$ cat config.mk
export PLATFORM = sky130hd
export DESIGN_NAME = desc_walker
export DESIGN_NICKNAME = d
export VERILOG_FILES = /design/src/rtl/dw_pkg.sv /design/src/rtl/dw_ctrl.sv /design/src/rtl/dw_datapath.sv /design/src/rtl/desc_walker.sv
export SDC_FILE = /design/constraint.sdc
export NUM_CORES = 1
export LEC_CHECK = 0
export BUFFER_PORTS_ARGS = -buffer_cell sky130_fd_sc_hd__buf_2
export CAP_MARGIN = 15
export CORE_UTILIZATION = 45
export DETAILED_ROUTE_END_ITERATION = 7
export PLACE_DENSITY = 0.77
export SLEW_MARGIN = 10
export SYNTH_ARGS = -nofsm -noshare
export SYNTH_HDL_FRONTEND = slang
export SYNTH_SLANG_ARGS = --single-unit
$ cat constraint.sdc
create_clock -name clk -period 5.1 [get_ports clk]
set_clock_uncertainty 0.2 [all_clocks]
set_input_delay 0.255 -clock clk [delete_from_list [all_inputs] [get_ports clk]]
set_output_delay 0.255 -clock clk [all_outputs]
set_load 0.005 [all_outputs]
$ cat src/rtl/dw_pkg.sv
package dw_pkg;
  // Strobes from control to datapath; at most one is high per cycle
  typedef struct packed {
    logic loadBase;    // open the list
    logic stepRing;    // ring step by stride
    logic wrapBase;    // ring end reached, back to captured base
    logic followLink;  // chained layout, take link field
  } walkCtl_t;
endpackage

$ cat src/rtl/dw_ctrl.sv
module dw_ctrl (
  input  logic             clk,
  input  logic             rstN,
  input  logic             startIn,
  input  logic             advanceIn,
  input  logic             chainModeIn,
  input  logic             endOfRingIn,
  output dw_pkg::walkCtl_t ctl,
  output logic             walkActive,
  output logic             chainActive
);
  logic activeQ;
  logic chainQ;
  logic advAccepted;

  always_ff @(posedge clk or negedge rstN) begin
    if (!rstN) begin
      activeQ <= 1'b0;
      chainQ  <= 1'b0;
    end else if (startIn) begin
      activeQ <= 1'b1;
      chainQ  <= chainModeIn;
    end
  end

  // start has priority; advance counts only on an open list
  assign advAccepted = advanceIn && activeQ && !startIn;

  always_comb begin
    ctl            = '0;
    ctl.loadBase   = startIn;
    ctl.followLink = advAccepted && chainQ;
    ctl.wrapBase   = advAccepted && !chainQ && endOfRingIn;
    ctl.stepRing   = advAccepted && !chainQ && !endOfRingIn;
  end

  assign walkActive  = activeQ;
  assign chainActive = chainQ;
endmodule

$ cat src/rtl/dw_datapath.sv
module dw_datapath #(
  parameter int ADDR_W     = 32,
  parameter int SKIP_W     = 5,
  parameter int LEN_W      = 11,
  parameter int DESC_BYTES = 16,
  parameter int WORD_BYTES = 4
) (
  input  logic              clk,
  input  logic              rstN,
  input  dw_pkg::walkCtl_t  ctl,
  input  logic              walkActive,
  input  logic              chainActive,
  input  logic [ADDR_W-1:0] baseAddr,
  input  logic [SKIP_W-1:0] skipLen,
  input  logic [ADDR_W-1:0] field1Addr,
  input  logic [ADDR_W-1:0] field2Addr,
  input  logic [LEN_W-1:0]  field2Len,
  output logic [ADDR_W-1:0] curAddr,
  output logic [ADDR_W-1:0] buf1Addr,
  output logic [ADDR_W-1:0] buf2Addr,
  output logic              buf2Valid
);
  localparam logic [ADDR_W-1:0] DESC_STEP = ADDR_W'(DESC_BYTES);
  localparam int WORD_SHIFT = $clog2(WORD_BYTES);
  localparam bit WORD_POW2  = (1 << WORD_SHIFT) == WORD_BYTES;

  logic [ADDR_W-1:0] baseQ;
  logic [ADDR_W-1:0] curQ;
  logic [ADDR_W-1:0] gapBytes;
  logic [ADDR_W-1:0] ringNext;
  logic [ADDR_W-1:0] nextAddr;

  // gap in bytes: shift when the word size is a power of two, else multiply
  generate
    if (WORD_POW2) begin : g_gapShift
      assign gapBytes = ADDR_W'(skipLen) << WORD_SHIFT;
    end else begin : g_gapMul
      assign gapBytes = ADDR_W'(skipLen) * ADDR_W'(WORD_BYTES);
    end
  endgenerate

  assign ringNext = curQ + DESC_STEP + gapBytes;

  always_comb begin
    nextAddr = curQ;
    if (ctl.loadBase)        nextAddr = baseAddr;
    else if (ctl.followLink) nextAddr = field2Addr;
    else if (ctl.wrapBase)   nextAddr = baseQ;
    else if (ctl.stepRing)   nextAddr = ringNext;
  end

  always_ff @(posedge clk or negedge rstN) begin
    if (!rstN) begin
      baseQ <= '0;
      curQ  <= '0;
    end else begin
      if (ctl.loadBase) baseQ <= baseAddr;
      curQ <= nextAddr;
    end
  end

  logic field2Present;
  assign field2Present = walkActive && !chainActive && (field2Len != '0);

  assign curAddr   = curQ;
  assign buf1Addr  = walkActive ? field1Addr : '0;
  assign buf2Valid = field2Present;
  assign buf2Addr  = field2Present ? field2Addr : '0;
endmodule

$ cat src/rtl/desc_walker.sv
module desc_walker #(
  parameter int ADDR_W     = 32,
  parameter int SKIP_W     = 5,
  parameter int LEN_W      = 11,
  parameter int DESC_BYTES = 16,
  parameter int WORD_BYTES = 4
) (
  input  logic              clk,
  input  logic              rstN,
  input  logic              startIn,
  input  logic              advanceIn,
  input  logic [ADDR_W-1:0] baseAddr,
  input  logic [SKIP_W-1:0] skipLen,
  input  logic              chainMode,
  input  logic [ADDR_W-1:0] descBuf1Addr,
  input  logic [ADDR_W-1:0] descBuf2Addr,
  input  logic [LEN_W-1:0]  descBuf2Len,
  input  logic              descEndOfRing,
  output logic [ADDR_W-1:0] curAddr,
  output logic              walkActive,
  output logic              chainActive,
  output logic [ADDR_W-1:0] buf1Addr,
  output logic [ADDR_W-1:0] buf2Addr,
  output logic              buf2Valid
);
  dw_pkg::walkCtl_t ctl;

  dw_ctrl ctrl_i (
    .clk         (clk),
    .rstN        (rstN),
    .startIn     (startIn),
    .advanceIn   (advanceIn),
    .chainModeIn (chainMode),
    .endOfRingIn (descEndOfRing),
    .ctl         (ctl),
    .walkActive  (walkActive),
    .chainActive (chainActive)
  );

  dw_datapath #(
    .ADDR_W     (ADDR_W),
    .SKIP_W     (SKIP_W),
    .LEN_W      (LEN_W),
    .DESC_BYTES (DESC_BYTES),
    .WORD_BYTES (WORD_BYTES)
  ) dp_i (
    .clk         (clk),
    .rstN        (rstN),
    .ctl         (ctl),
    .walkActive  (walkActive),
    .chainActive (chainActive),
    .baseAddr    (baseAddr),
    .skipLen     (skipLen),
    .field1Addr  (descBuf1Addr),
    .field2Addr  (descBuf2Addr),
    .field2Len   (descBuf2Len),
    .curAddr     (curAddr),
    .buf1Addr    (buf1Addr),
    .buf2Addr    (buf2Addr),
    .buf2Valid   (buf2Valid)
  );
endmodule

==> results.md, run 1 <==
Synthesis:
- The cell count after synthesis came out at 553.
- The post-synthesis compound-gate area fraction was 0.259.
- The combinational family with the most area after synthesis is compound AO/OA/AOI/OAI gates.
- The mapped netlist covers 4820 µm².
- The sequential cell area fraction in the yosys report is 0.343.
- The number of enable-type register cells in the synthesized netlist is 0.
- In this run the mean area of a mapped cell was 8.71 µm².
- Synthesis produced a netlist with a net count of 682.
- The xor and xnor fraction of the mapped netlist area is 0.0273.
- The netlist uses 66 different library cells.
- The Yosys step of the flow raised 0 warnings.
- The simple-gate share of the synthesized area is 0.218.
- The share of synthesized registers carrying an async set or reset is 1.00.
- After synthesis the netlist holds a flip-flop and latch count of 66.
- The portion of netlist area occupied by mux cells is 0.0704.
- Of the total synthesized cell area, the portion taken by full adders, half adders and majority gates is 0.0301.
- The most used flip-flop cell after synthesis is dfrtp_1.

Clocking:
- TritonCTS created 9 clock buffers.
- The clock insertion delay at the later pin of the skew report is 350 ps.
- The tree is rooted in a clkbuf_8.
- The deepest clock path buffer count is 2.
- The clock transition at the registers of the reported paths is 80 ps.
- Counting every sink on the clock net gives 66.
- The H-tree depth is 3.
- The post-CTS setup-driven buffer insertion count is 0.
- TritonCTS built the clock tree.

Floorplan:
- The floorplan die height is 105 µm.
- The initial utilization of the core area, before any placement, comes to 0.465.
- The overall die width is 105 µm.
- The area of the core is 10400 µm².
- The floorplan has 37 rows.
- In this run the count of I/O pins placed on the die edge is ~220.
- The die outline area is 11100 µm².

Detailed routing:
- After detailed routing, the number of remaining DRC violations is 0.
- The routed layout has 5306 vias.
- After the first detailed-routing iteration, the DRC count stood at 326.
- The mean routed wirelength per cell is between 15 and 20 µm.
- In this run the remaining antenna-violating nets after routing total 0.
- The ratio of routed vias to standard cells is 5.75.
- The post-detailed-routing wire length is 17.2 mm.
- The total iterations of the first detailed-routing run is 5.

Layout:
- The number of antenna diodes in the final layout is 0.
- The leading cell type in the layout, fill and taps excluded is buf_2.
- The finished cells cover 6460 µm².
- The share of post-route cells with drive strength above 1 is 0.358.
- The library cells used most frequently in the layout, excluding fill and tap cells, are buf_2, and2_1, dfrtp_1.
- The number of nets in the layout is 911.
- The number of non-filler instances in the completed layout is 922.
- The layout overhead on the synthesized area is 34.1%.
- The final cell utilization of the core is 0.623.

Global route:
- Entering global routing, the biggest net connects 90 pins.
- The global-route usage over all layers is 0.315.
- After global routing the overflow that remains totals 0.
- The initial antenna violation count came to 0.
- The global-route wire length before repair is approximately 27 mm.
- The number of global-route vias before repair is 5162.

STA:
- The upper clock frequency limit is 305 MHz.
- Measured against its own limit, the worst slew margin works out to 0.388.
- The number of pins with negative max-slew slack in the final report is 0.
- The worst-margin pin slew is 918 ps.
- Setup repair after global routing left no endpoint under its margin.
- The final worst slack is 1820 ps.
- The count of final hold-check violations is 0.
- The clock period could shrink to roughly 3300 ps.
- Summed over all failing endpoints, the final setup total negative slack is 0 ps.
- The worst hold-check slack is 12.3 ps.
- Setup violations remaining at the end of the flow were counted as 0.
- Of the available clock period, the critical path in the final layout requires 0.644.

Critical path:
- The data required time of the worst path is 4640 ps.
- The signal on the critical path passes through inv_1, a311oi_4, buf_4, and2_1, buf_2.
- Data arrives at the worst endpoint at 2830 ps.
- The endpoint kind of the worst setup timing path is an output port.
- The slowest stage of the critical path belongs to the cell dfrtp_1.
- The worst stage delay on the critical path is 930 ps.
- The class of the most critical setup path is register to output port.
- The startpoint kind of the worst setup timing path is a register.
- Along the worst path, the maximum fanout reaches 38.

Placement:
- Once placement completed, the tool counted placed cells totaling 872.
- Port buffering added 216 buffers.
- The wire-length estimate of the detail-placed layout is 12.1 mm.
- Summing all placed instances gives a cell area of 5960 µm².
- Before CTS, the worst setup slack after placement is 2060 ps.
- The last weighted congestion value of the routability-driven placer is 0.882.

Power and ir drop:
- The power density over cell area is 237 nW/µm².
- The largest voltage drop on the vdd net is 0.146 mV.
- The post-layout total power is between 1.5 and 2 mW.
- In this run the static leakage power is ~3.0 nW.

Hold path:
- The worst hold path belongs to the class primary input to register.

Run:
- The total of max-cap violations is 0.

Outcome:
- The flow ran to the end, and the final reports show no timing, DRC or antenna violations.
## where the power goes
part	leakage [nW]	internal, mW	switching [mW]
registers	0.780	0.581	0.0757
clock network	0.0827	0.171	0.211
logic	2.13	0.232	0.262
total	2.99	0.983	0.549
## layer usage
layer / global-route usage / wire length (µm)
met5: 0 / 0
met2: 0.523 / 8270
met3: 0.0680 / 1330
met1: 0.380 / 6790
met4: 0.171 / 779
## sequential cells by signal (all words and copies together), names as in the netlist
signal	count
dp_i.baseQ	32
dp_i.curAddr	32
ctrl_i.chainActive	1
ctrl_i.walkActive	1
## final timing paths
check                             startpoint                to  slack (ps)  depth (start not counted)
max                        ctrl_i.walkActive      buf2Addr[20]        1820                          5
min                         descBuf2Addr[17]  dp_i.curAddr[17]          10                          3
max reg2reg                  dp_i.curAddr[3]  dp_i.curAddr[27]        2050                          9
min reg2reg                    dp_i.baseQ[7]     dp_i.baseQ[7]         310                          1
max in group asynchronous               rstN     dp_i.baseQ[9]        3690                          3
min in group asynchronous               rstN     dp_i.baseQ[5]         450                          3
## synth_stat cells, drive strengths merged (6+ instances only)
cell,instances,area (µm²)
a2111oi,6,115
a211oi,6,60.1
a21oi,57,293
and2,67,420
and4,6,57.6
buf,19,90.1
clkbuf,19,75.1
dfrtp,66,1650
ha,10,125
inv,20,75.1
mux2,23,259
mux2i,8,80.1
nand2,54,203
nand3,18,103
nor2,23,88.8
o211ai,6,45.0
o21ai,38,190
o221ai,13,126
xnor2,10,87.6
## cells by family after synthesis
family / after synthesis
compound gates: 176
buf+inv: 61
flops: 66
xor+xnor: 15
mux: 31
fa+ha+maj: 11
simple gates: 193
## layout make-up
class                           count  area (µm²)
Tap cell                          136         170
Multi-Input combinational cell    426        2930
Sequential cell                    66        1650
Fill cell                         931        3910
Clock inverter                      4        20.0
Timing Repair Buffer              256        1470
Inverter                           23        86.3
Clock buffer                       11         131
## critical path, delay by kind of cell (launching register included)
family          cells  cell delay (ps)
compound gates      1              690
buf+inv             3              670
flops               1              930
simple gates        1              170
## repair_timing
action | CTS | global route
hold endpoints to repair | 114 | 0
gates resized for setup | 0 | 0
hold buffers | 35 | 0
No activity file was read; power rests on OpenSTA's default activity.
==> run 2: changes to the inputs <==
--- a/config.mk
+++ b/config.mk
@@ -7,9 +7,9 @@
 export LEC_CHECK = 0
 export BUFFER_PORTS_ARGS = -buffer_cell sky130_fd_sc_hd__buf_2
 export CAP_MARGIN = 15
-export CORE_UTILIZATION = 45
+export CORE_UTILIZATION = 44
 export DETAILED_ROUTE_END_ITERATION = 7
-export PLACE_DENSITY = 0.77
+export PLACE_DENSITY = 0.79
 export SLEW_MARGIN = 10
 export SYNTH_ARGS = -nofsm -noshare
 export SYNTH_HDL_FRONTEND = slang
==> constraint.sdc (replaced) <==
create_clock -name clk -period 2.8 [get_ports clk]
set_clock_uncertainty 0.2 [all_clocks]
set_input_delay 0.14 -clock clk [delete_from_list [all_inputs] [get_ports clk]]
set_output_delay 0.14 -clock clk [all_outputs]
set_load 0.005 [all_outputs]
==> run 2 against run 1 <==
  * Sequential cell count stayed put
  * Count of clock-buffer cells in the layout is the same
  * Worst hold slack better by 8.1 ps
  * Global-route usage fell by 0.31 points
  * Final cell count is 3.5% higher
  * Combinational power rose by 95%
  * Register-to-register slack worse by 2000 ps
  * Critical path type is now register to register
  * Largest cell class unchanged
  * Largest power group unchanged
==> results.md, run 2 (synthesized netlist as in run 1, its figures left out) <==
STA:
- The count of final hold-check violations is 0.
- The number of pins with negative max-slew slack in the final report is 0.
- The upper clock frequency limit is 357 MHz.
- The count of final setup violators is 0.
- At the pin with the least slew margin, the transition time is around 830 ps.
- After layout, the minimum clock period comes to 2800 ps.
- Setup repair after global routing could not meet its margin everywhere.
- In this run the tightest slew margin relative to its limit is 0.444.
- The worst hold-check slack is 20.4 ps.
- The post-route fraction of the period consumed by the critical path is 0.999.

Layout:
- The area growth from synthesis to layout is 41.2%.
- After filler insertion, the fill cell instance count of the layout stands at 880.
- The number of nets in the layout is 942.
- The leading cell type in the layout, fill and taps excluded is buf_2.
- Of the cells placed in the final design, the portion with a size suffix greater than 1 is 0.377.
- The number of non-filler instances in the completed layout is 954.
- For this run, the share of the core covered by cells in the final layout is 0.650.
- The top cell types in the final layout, fill and taps aside, are buf_2, and2_1, dfrtp_1.
- The number of antenna diodes in the final layout is 0.

Detailed routing:
- The first detailed-routing pass ran for 6 iterations.
- Dividing the detail-routed wire length by the instance count gives 18.6 µm.
- Summed over all layers, the routed wires come to roughly 18 mm.
- After detailed routing, the number of remaining DRC violations is 0.
- Dividing the detail-routed via count by the number of cells gives 5.83.
- The total via count after detailed routing is 5566.
- The first routing iteration left 420 violations.
- The count of nets left with antenna violations after detail routing is 0.

Critical path:
- The worst setup path is launched from a register.
- The signal arrival time at the worst endpoint is 2820 ps.
- The worst setup path is captured at a register.
- The class of the most critical setup path is register to register.
- The largest fanout on the critical path is 5.
- In this run the worst setup path begins at dp_i.curAddr[3].
- The data required time of the worst path is 2820 ps.
- The worst register-to-register path begins at dp_i.curAddr[3].

Hold path:
- The worst hold-check path type is primary input to register.
- The hold path startpoint is descEndOfRing.

Outcome:
- The run finished with clean final reports.

Placement:
- The last weighted congestion value of the routability-driven placer is 0.924.
- Detailed placement ended at an HPWL of 12.8 mm.
- Including well taps, the total number of placed cells is between 800 and 900.
- The count of buffers inserted at the top-level ports is 216.

Clocking:
- TritonCTS built the clock tree.
- The later pin in the worst-skew pair is clocked with a latency of about 350 ps.
- CTS saw between 60 and 70 sinks.
- The H-tree depth is 3.
- The CTS root buffer is clkbuf_8.
- After clock tree synthesis, the clock-pin slew on the worst setup and hold paths is 80 ps.
- Clock tree synthesis inserted a total of 9 buffers.
- No sink is reached through more buffers than the 2 on the longest clock path.

Global route:
- The total global routing overflow is 0.
- The largest net degree at the start of global routing is 48.
- The first global-routing pass estimated 27.1 mm of wire.
- The number of global-route vias before repair came to roughly 5400.
- The initial antenna violation count came to 0.
- The global-route usage over all layers is 0.312.

Floorplan:
- Row generation in the floorplan step produced 37 rows.
- The initial utilization of the core area, before any placement, comes to 0.461.
- The floorplan step set the die height to approximately 110 µm.
- After floorplanning, the core was sized to cover approximately 10000 µm².
- The I/O pin count is roughly 220.
- The overall die width is approximately 110 µm.
- The die outline area is 11400 µm².

Run:
- The tool flagged a number of max-cap violations equal to 0.

Power and ir drop:
- The power density over cell area is 424 nW/µm².
- The post-layout total power is 2.88 mW.
- The static leakage is 3.14 nW.
- The worst-case IR drop observed on VDD is 0.300 mV.
==> run 2: cell count changes in the layout (fill, tap and decap cells not counted), moves of 2 or more <==
| cell | previous run | this run |
|---|---|---|
| buf_12 | 0 | 2 |
| buf_4 | 5 | 20 |
| buf_6 | 0 | 3 |
| clkinvlp_4 | 0 | 2 |
| dlygate4sd3_1 | 35 | 46 |
==> run 2: per-stage QoR <==
stage | setup WS (ps) | area, µm² | setup TNS [ps]
CTS | -0.337 | 6790 | -0.337
detailed placement | -80.3 | 6110 | -223
finish | 2.73 | 6800 | 0
floorplan | 89.7 | 4820 | 0
global route | -118 | 6800 | -561
global placement | -37.4 | 6110 | -62.9
==> run 2: area by class of cell <==
type / count / area, µm² / area share
sequential: 66 / 1650 / 0.243
tap: 136 / 170 / 0.0250
clock buffer: 11 / 141 / 0.0208
multi-input combinational: 426 / 2960 / 0.435
timing repair buffer: 287 / 1770 / 0.260
inverter: 23 / 86.3 / 0.0127
clock inverter: 5 / 30.0 / 0.00441
==> run 2: routing by layer <==
metal  routed length, µm  track usage  up-vias
met5                   0            0        -
met1                6620        0.366     2643
met2                8740        0.543      345
li1                    -            -     2525
met3                1470       0.0395       53
met4                 896        0.185        0
==> run 2: report_power, final <==
| part | leakage [nW] | switching, mW | internal, mW |
|---|---|---|---|
| registers | 0.780 | 0.131 | 1.06 |
| clock network | 0.0851 | 0.389 | 0.341 |
| logic | 2.28 | 0.501 | 0.463 |
==> run 2: path summary, 6_finish.rpt <==
path                                     to  slack, ps  depth (start not counted)
setup / recovery           dp_i.curAddr[27]          3                          9
hold / removal              dp_i.curAddr[7]         20                          3
setup reg to reg           dp_i.curAddr[27]          3                          9
hold reg to reg              dp_i.baseQ[12]        310                          1
max in group asynchronous     dp_i.baseQ[9]       1500                          3
min in group asynchronous    dp_i.baseQ[23]        220                          2
==> run 2: worst max-delay path, stage by stage, from the launching register on <==
cell and delay (ps):
dfrtp_1 380, ha_1 280, ha_2 180, inv_2 40, fa_2 330, and2b_2 250
o2111ai_4 190, a2111oi_4 500, mux2i_1 230, a31oi_1 90
==> run 2: timing repair <==
item,in CTS,in global routing
setup endpoints to repair,9,12
resized for setup,7,3
setup buffers,2,2
hold buffers,46,0
cloned,0,0
pin swaps,4,17
hold endpoints to repair,94,0
